`src/rtl/pcr_pkg.sv`:
```
package pcr_pkg;

    localparam int NIB_W     = 4;
    localparam int NUM_NIB   = 4;
    localparam int BYTE_W    = 8;
    localparam int WORD_W    = 16;
    localparam int FLAG_W    = 2;
    localparam int CF_W      = 4;
    localparam int STOP_CNT  = 2;
    localparam int MAX_VAL   = (1 << NIB_W) - 1;

    typedef enum logic [2:0] {
        ST_FLAG = 3'd0,
        ST_SS0  = 3'd1,
        ST_SS1  = 3'd2,
        ST_SS2  = 3'd3,
        ST_SS3  = 3'd4,
        ST_STOP = 3'd5
    } stream_e;

    typedef struct packed {
        logic [CF_W-1:0]               cf;
        logic [NUM_NIB-1:0][NIB_W-1:0] nib;
    } pkt_fields_t;

    function automatic logic [BYTE_W-1:0] rev_byte(input logic [BYTE_W-1:0] b);
        logic [BYTE_W-1:0] r;
        for (int i = 0; i < BYTE_W; i++) r[i] = b[BYTE_W-1-i];
        return r;
    endfunction

    // Undo the sender's encoding: reversal is undone first, then complement.
    function automatic logic [BYTE_W-1:0] undo_byte(input logic [BYTE_W-1:0] b,
                                                    input logic [FLAG_W-1:0] f);
        logic [BYTE_W-1:0] t;
        t = f[0] ? rev_byte(b) : b;
        return f[1] ? ~t : t;
    endfunction

endpackage

```
`src/rtl/pcr_sync.sv`:
```
module pcr_sync #(
    parameter int STAGES = 2
) (
    input  logic clk,
    input  logic rst,
    input  logic line_i,
    output logic lvl_o,
    output logic rise_o
);
    logic [STAGES:0] sh;

    always_ff @(posedge clk) begin
        if (rst) sh <= '0;
        else     sh <= {sh[STAGES-1:0], line_i};
    end

    assign lvl_o  = sh[STAGES-1];
    assign rise_o = sh[STAGES-1] & ~sh[STAGES];

    // an edge is a single-cycle event
    a_r1_rise_single: assert property (@(posedge clk) disable iff (rst)
        rise_o |=> !rise_o);

endmodule

```
`src/rtl/pcr_stream_cnt.sv`:
```
module pcr_stream_cnt #(
    parameter int GAP_CYC = 3,
    parameter int CNT_W   = 5
) (
    input  logic             clk,
    input  logic             rst,
    input  logic             lvl_i,
    input  logic             rise_i,
    output logic             done_o,
    output logic [CNT_W-1:0] cnt_o
);
    localparam int RUN_W = $clog2(GAP_CYC + 1);
    localparam logic [RUN_W-1:0] RUN_LAST = RUN_W'(GAP_CYC - 1);
    localparam logic [CNT_W-1:0] CNT_MAX  = '1;

    logic [CNT_W-1:0] cnt;
    logic [RUN_W-1:0] run;

    always_ff @(posedge clk) begin
        if (rst) begin
            cnt    <= '0;
            run    <= '0;
            done_o <= 1'b0;
            cnt_o  <= '0;
        end else begin
            done_o <= 1'b0;
            if (rise_i) begin
                if (cnt != CNT_MAX) cnt <= cnt + 1'b1;
                run <= '0;
            end else if (lvl_i) begin
                run <= '0;
            end else if (cnt != '0 && run == RUN_LAST) begin
                done_o <= 1'b1;
                cnt_o  <= cnt;
                cnt    <= '0;
                run    <= '0;
            end else if (run != RUN_LAST) begin
                run <= run + 1'b1;
            end
        end
    end

    // a closed stream always saw at least one edge
    a_r2_done_nonzero: assert property (@(posedge clk) disable iff (rst)
        done_o |-> cnt_o != '0);
    // two streams cannot close on adjacent cycles
    a_r2_done_spaced: assert property (@(posedge clk) disable iff (rst)
        done_o |=> !done_o);

endmodule

```
`src/rtl/pcr_seq.sv`:
```
module pcr_seq
    import pcr_pkg::*;
#(
    parameter int CNT_W = 5
) (
    input  logic             clk,
    input  logic             rst,
    input  logic             done_i,
    input  logic [CNT_W-1:0] cnt_i,
    output logic             pkt_stb_o,
    output logic             pkt_ok_o,
    output pkt_fields_t      fields_o
);
    localparam logic [CNT_W-1:0] CNT_LIM  = CNT_W'(MAX_VAL + 1);
    localparam logic [CNT_W-1:0] CNT_STOP = CNT_W'(STOP_CNT);

    stream_e          idx;
    logic             bad;
    logic [CNT_W-1:0] val;
    logic             over;

    assign val  = cnt_i - 1'b1;
    assign over = cnt_i > CNT_LIM;

    always_ff @(posedge clk) begin
        if (rst) begin
            idx       <= ST_FLAG;
            bad       <= 1'b0;
            pkt_stb_o <= 1'b0;
            pkt_ok_o  <= 1'b0;
            fields_o  <= '0;
        end else begin
            pkt_stb_o <= 1'b0;
            if (done_i) begin
                case (idx)
                    ST_FLAG: fields_o.cf     <= val[CF_W-1:0];
                    ST_SS0:  fields_o.nib[0] <= val[NIB_W-1:0];
                    ST_SS1:  fields_o.nib[1] <= val[NIB_W-1:0];
                    ST_SS2:  fields_o.nib[2] <= val[NIB_W-1:0];
                    ST_SS3:  fields_o.nib[3] <= val[NIB_W-1:0];
                    default: ;
                endcase
                if (idx == ST_STOP) begin
                    pkt_stb_o <= 1'b1;
                    pkt_ok_o  <= !bad && (cnt_i == CNT_STOP);
                    bad       <= 1'b0;
                    idx       <= ST_FLAG;
                end else begin
                    if (over) bad <= 1'b1;
                    idx <= stream_e'(idx + 3'd1);
                end
            end
        end
    end

    // sequencing never leaves the six-stream range
    a_r6_idx_range: assert property (@(posedge clk) disable iff (rst)
        idx <= ST_STOP);
    // a packet result follows a closed stream
    a_r6_stb_after_done: assert property (@(posedge clk) disable iff (rst)
        pkt_stb_o |-> $past(done_i));

endmodule

```
`src/rtl/pcr_rx.sv`:
```
module pcr_rx
    import pcr_pkg::*;
#(
    parameter int GAP_CYC     = 3,
    parameter int CNT_W       = 5,
    parameter int SYNC_STAGES = 2
) (
    input  logic              clk,
    input  logic              rst,
    input  logic              line_i,
    output logic [WORD_W-1:0] word_o,
    output logic              valid_o,
    output logic              frame_err_o
);
    logic             lvl, rise, sdone, pkt_stb, pkt_ok;
    logic [CNT_W-1:0] scnt;
    pkt_fields_t      fields;
    logic [BYTE_W-1:0] ds0, ds1;

    pcr_sync #(.STAGES(SYNC_STAGES)) u_sync (
        .clk(clk), .rst(rst), .line_i(line_i), .lvl_o(lvl), .rise_o(rise));

    pcr_stream_cnt #(.GAP_CYC(GAP_CYC), .CNT_W(CNT_W)) u_cnt (
        .clk(clk), .rst(rst), .lvl_i(lvl), .rise_i(rise),
        .done_o(sdone), .cnt_o(scnt));

    pcr_seq #(.CNT_W(CNT_W)) u_seq (
        .clk(clk), .rst(rst), .done_i(sdone), .cnt_i(scnt),
        .pkt_stb_o(pkt_stb), .pkt_ok_o(pkt_ok), .fields_o(fields));

    always_comb begin
        ds0 = undo_byte({fields.nib[1], fields.nib[0]}, fields.cf[3:2]);
        ds1 = undo_byte({fields.nib[3], fields.nib[2]}, fields.cf[1:0]);
    end

    always_ff @(posedge clk) begin
        if (rst) begin
            word_o      <= '0;
            valid_o     <= 1'b0;
            frame_err_o <= 1'b0;
        end else begin
            valid_o     <= pkt_stb && pkt_ok;
            frame_err_o <= pkt_stb && !pkt_ok;
            if (pkt_stb && pkt_ok) word_o <= {ds1, ds0};
        end
    end

    // a packet is either accepted or rejected, never both
    a_r7_excl: assert property (@(posedge clk) disable iff (rst)
        !(valid_o && frame_err_o));
    // a rejected packet leaves the held word alone
    a_r7_word_hold: assert property (@(posedge clk) disable iff (rst)
        frame_err_o |-> $stable(word_o));
    // valid is a single-cycle strobe
    a_r6_valid_pulse: assert property (@(posedge clk) disable iff (rst)
        valid_o |=> !valid_o);

endmodule

```
`config.mk`:
```
export PLATFORM = sky130hd
export DESIGN_NAME = pcr_rx
export DESIGN_NICKNAME = d
export VERILOG_FILES = /design/src/rtl/pcr_pkg.sv /design/src/rtl/pcr_sync.sv /design/src/rtl/pcr_stream_cnt.sv /design/src/rtl/pcr_seq.sv /design/src/rtl/pcr_rx.sv
export SDC_FILE = /design/constraint.sdc
export NUM_CORES = 1
export LEC_CHECK = 0
export BUFFER_PORTS_ARGS = -buffer_cell sky130_fd_sc_hd__buf_2
export CORE_ASPECT_RATIO = 0.75
export CORE_UTILIZATION = 45
export CTS_CLUSTER_DIAMETER = 200
export DETAILED_ROUTE_END_ITERATION = 12
export PLACE_DENSITY = 0.6
export SLEW_MARGIN = 20
export SYNTH_ARGS = -nofsm -noshare
export SYNTH_HDL_FRONTEND = slang
export SYNTH_SLANG_ARGS = --single-unit
```
`constraint.sdc`:
```
create_clock -name clk -period 3 [get_ports clk]
set_input_delay 0.9 -clock clk [delete_from_list [all_inputs] [get_ports clk]]
set_output_delay 0.9 -clock clk [all_outputs]
set_load 0.1 [all_outputs]
```
# After elaboration in Yosys (flattened, before gate mapping)
# Index checks and enable logic that the tools add are counted.
# W data, S select, Z words.
# totals
inputBits,3
reg_bits,60
word_cells,75
out_inout_bits,18
# op_classes
n_eq_ne,11
magnitude_cmp,1
bitwise_logic,7
mux,13
addsub,4
reduce_logical,22
# op_table
cell,n
$mux W8,4
$mux W5,4
$not A8 Y8,2
$reduce_and A2 Y1,7
$eq A3 B2 Y1 const B,2
$eq A3 B3 Y1 const B,2
$reduce_and A3 Y1,2
$add A5 B1 Y5 const B,1
$eq A5 B2 Y1 const B,1
$gt A5 B5 Y1 const B,1
$ne A5 B5 Y1 const B,1
$reduce_bool A5 Y1,1
$logic_and A1 B1 Y1,4
$mux W1,4
$ne A2 B2 Y1 const B,2
$not A1 Y1,4
$reduce_bool A2 Y1,2
$reduce_or A4 Y1,1
$sub A4 B1 Y4 const B,1
$add A3 B1 Y3 const B,1
$eq A3 B1 Y1 const B,1
$logic_not A3 Y1,1
$mux W3,1
$reduce_or A3 Y1,1
6 further kinds,7

# Logic depth before layout (Yosys ltp)
# depth
word_depth,5
depth_mapped,7
ltp_nobuf,6

# Hierarchy
# A second synthesis with hierarchy kept.
# unflattened
cells_unflattened,280
area_unflattened_um2,2743.9
# by_module_without_submodules
mod,cells_per_inst,n_inst,area_per_inst_um2,seq_area_each_um2
pcr_seq,108,1,1056.0,520.5
pcr_rx,98,1,985.9,360.3
pcr_stream_cnt,67,1,614.3,260.2
pcr_sync,7,1,87.6,60.1

# Worst setup path before layout
# Ideal clock, no wire load.
# synth_timing
path_kind,input -> register
startpoint,in rst
endpoint,reg word_o[0]
slack_ns,1.051
cell_stages,5
t_arrival_ns,1.831
setup_ns,0.118
required_time_ns,2.882
n_path_buf,3
path_cell_list,clkbuf_1 > and3b_1 > clkbuf_1 > buf_2 > a22o_1
# synth_lines
element,line,rtl
start: declaration,pcr_rx.sv:9,"input logic rst,"
end signal: assignment,pcr_rx.sv:44,"if (pkt_stb && pkt_ok) word_o <= {ds1, ds0};"
end: declaration,pcr_rx.sv:11,"output logic [WORD_W-1:0] word_o,"

# Worst setup path in the final report
# layout_timing
startpoint,reg word_o[11]
endpoint,out word_o[11]
# No word-level cell between the ends.

==> metrics.md <==
| Metric | Value |
|---|---|
| DR vias/cell | `about 5.1` |
| Fraction of layout cells with a size suffix above 1 | `15.2%` |
| Area of all placed cells without fillers | `~3000 sq um` |
| Worst ir drop on vdd | `around 0.37 mV` |
| First-pass GRT wire length | `7870 um` |
| Category of cells accounting for the largest share of critical-path delay | `buffers and inverters` |
| Seq cells post-synth | `60` |
| Maximum count of clock buffers along a single path | `2` |
| Number of iterations in the first detailed-routing pass | `4` |
| CTS H-tree depth | `3` |
| Initial core utilization | `a little under half` |
| Post-layout minimum cycle time | `2.02 ns` |
| Number of max-slew violations in the final report | `0` |
| Distinct cells, synth | `39` |
| Cell Count, Final, Fillers Out | `about 360` |
| Die outline area | `6090 sq um` |
| Crit path buf inv count | `1` |
| Path type of the worst min-delay path | `flop to flop` |
| Critical setup path kind | `flop to primary output` |
| IO buf count | `20` |
| Post-place setup slack | `between 0.9 and 1 ns` |
| CP max stage cell | `buf_2` |
| Slowest stage delay, CP | `roughly 0.43 ns` |
| CP Max Fanout | `2` |
| Number of nets in the final layout | `roughly 290` |
| Power Dens Cells | `roughly 570 nW/um^2` |
| Wire length reported by the detailed router | `4700 um` |
| Predominant post-synthesis flop cell | `dfxtp_1` |
| Final weighted congestion in routability-driven placement | `about 0.77` |
| Leading cell type in the layout, fill and taps excluded | `dfxtp_1` |
| Insertion delay to the later sink of the worst-skew pair | `~0.33 ns` |
| Setup repair after global routing missed its margin | `false` |
| Final worst path period share | `67.3%` |
| Max Clock Freq | `slightly below 500 MHz` |
| Count of flip-flops with a built-in enable after synthesis | `0` |
| Area after DPL | `between 2000 and 3000 sq um` |
| Fin Clk Skew | `0.00795 ns` |
| List of cells traversed by the critical path | `buf_2` |
| CTS tree | `yes` |
| Clock root buffer | `clkbuf_8` |
| Num rows | `23` |
| Initial DRC count | `117` |
| Tot GR Track Use | `between 10% and 20%` |
| Synthesized area per cell | `9.96 sq um` |
| Die Ht | `67.8 um` |
| Worst EP arrival | `roughly 1.1 ns` |
| Relative slew slack | `between 60 and 70%` |
| Synthesized area | `~2600 sq um` |
| Required time worst endpoint | `2.10 ns` |
| GR Overflow Total | `0` |
| Chip Width | `89.8 um` |
| Sequential cell area fraction in the yosys report | `a little under half` |
| Final setup slack of the worst path | `a little under 1 ns` |
| Vias after detailed routing | `1826` |
| Result of the run | `finished, final reports clean` |
| Initial antenna violation count | `0` |
| Number of buffers created by CTS | `9` |
| Final hold violations | `0` |
| Leak pwr | `approximately 1.0 nW` |
| Synthesized Nets | `~270` |
| Diode count | `0` |
| Worst slew pin tran | `~0.6 ns` |
| Clock sink count | `60` |
| Hold buffers post-CTS | `0` |
| Max-capacitance violation count | `0` |
| Area delta synth->final | `13.7%` |
| Leading cell types in the layout, fill and taps excluded | `dfxtp_1 (60), nor2_1 (27), mux2i_1 (22), buf_2 (20), xnor2_1 (19)` |
| Aggregate negative setup slack | `0 ns` |
| Async set-reset flop share out of synthesis | `0%` |
| Routed length per placed instance | `~13 um` |
| Gate Count Post-Synth | `approximately 260` |
| Post-CTS sizing | `0` |
| Cell Count Post-Placement | `341` |
| Post-CTS clock slew at the launch and capture registers of the worst setup and hold paths | `0.07 ns` |
| Number of ports placed on the die boundary | `21` |
| Total setup buffers inserted after CTS | `0` |
| Final-report setup violation count | `0` |
| Setup crit start kind | `flop` |
| Pin count of the biggest net entering global routing | `25` |
| Number of global-route vias before repair | `1659` |
| Final-layout worst hold slack | `between 0.4 and 0.5 ns` |
| Detail Route Antenna Nets | `0` |
| Core footprint | `approximately 5400 sq um` |
| Kind of end point of the critical path | `primary output` |
| Post-detail-place hpwl | `roughly 3300 um` |
| Drc violations | `0` |
| Yosys synthesis warning count | `0` |
flip-flops by register name, summed over array words and instances, names as in the netlist:
signal           cells
u_seq.fields_o      20
word_o              16
u_cnt.cnt            5
u_cnt.cnt_o          5
u_seq.idx            3
u_sync.sh            3
u_cnt.run            2
frame_err_o          1
u_cnt.done_o         1
u_seq.bad            1
u_seq.pkt_ok_o       1
u_seq.pkt_stb_o      1
valid_o              1
through the flow:
| step | utilization, % | total power (W) |
|---|---|---|
| floorplan | - | 0.000905 |
| global placement | 50.3 | 0.000919 |
| detailed placement | 50.3 | 0.000924 |
| CTS | 54.3 | 0.00172 |
| global route | 54.3 | 0.00177 |
| finish | 54.3 | 0.00169 |
cell type report:
cell class                      instances  area, sq um
Clock buffer                           12          145
Clock inverter                          4         72.6
Fill cell                             488         2480
Inverter                                8         30.0
Multi-Input combinational cell        173         1270
Sequential cell                        60         1200
Tap cell                               75         93.8
Timing Repair Buffer                   25          138
cells by family after synthesis:
group / count (synthesis) / share of synthesized area, %
adder cells (fa/ha/maj): 7 / 3.37
flip-flops: 60 / 46.2
AO/OA/AOI/OAI: 56 / 15.4
XOR/XNOR: 20 / 6.74
AND/OR/NAND/NOR: 68 / 15.1
buffers and inverters: 28 / 4.72
multiplexers: 22 / 8.47
layer usage:
metal  part of all wire (%)  GRT usage, %  vias to the layer above
met2                     37          24.4                       35
li1                       -             -                      962
met4                    1.9          8.61                        0
met3                    4.4          5.44                       10
met5                      0             0                        -
met1                     56          22.9                      819
synthesized netlist by cell type (all sizes together), types with 2 or more instances:
cell | count | share of area [%]
a211oi | 17 | 4.9
a21oi | 12 | 2.3
a22o | 16 | 5.4
and2 | 3 | 0.82
buf | 9 | 2.0
clkbuf | 11 | 1.6
dfxtp | 60 | 46
ha | 7 | 3.4
inv | 8 | 1.2
mux2i | 22 | 8.5
nand2 | 8 | 1.2
nand2b | 2 | 0.48
nand3 | 4 | 0.77
nand4b | 2 | 0.67
nor2 | 27 | 3.9
nor2b | 3 | 0.72
nor3 | 2 | 0.39
nor3b | 3 | 0.87
nor4 | 2 | 0.48
nor4b | 2 | 1.5
nor4bb | 3 | 1.2
o21ai | 6 | 1.2
or3 | 2 | 0.48
xnor2 | 19 | 6.4
where the power goes:
| part | total, W | internal, W | switching, W | leakage (nW) |
|---|---|---|---|---|
| Clock | 0.000788 | 0.000489 | 0.000299 | 0.107 |
| Sequential | 0.000822 | 0.000809 | 0.0000128 | 0.484 |
| Combinational | 0.0000840 | 0.0000316 | 0.0000524 | 0.457 |
path summary, 6_finish.rpt:
check | start | endpoint | slack, ns | depth (start not counted)
min reg2reg | u_sync.sh[0] | u_sync.sh[1] | 0.44 | 1
max | word_o[11] | word_o[11] | 0.98 | 1
min | u_sync.sh[0] | u_sync.sh[1] | 0.44 | 1
max reg2reg | u_cnt.cnt[0] | u_cnt.cnt[3] | 1.02 | 6
No activity file was read; power rests on OpenSTA's default activity.
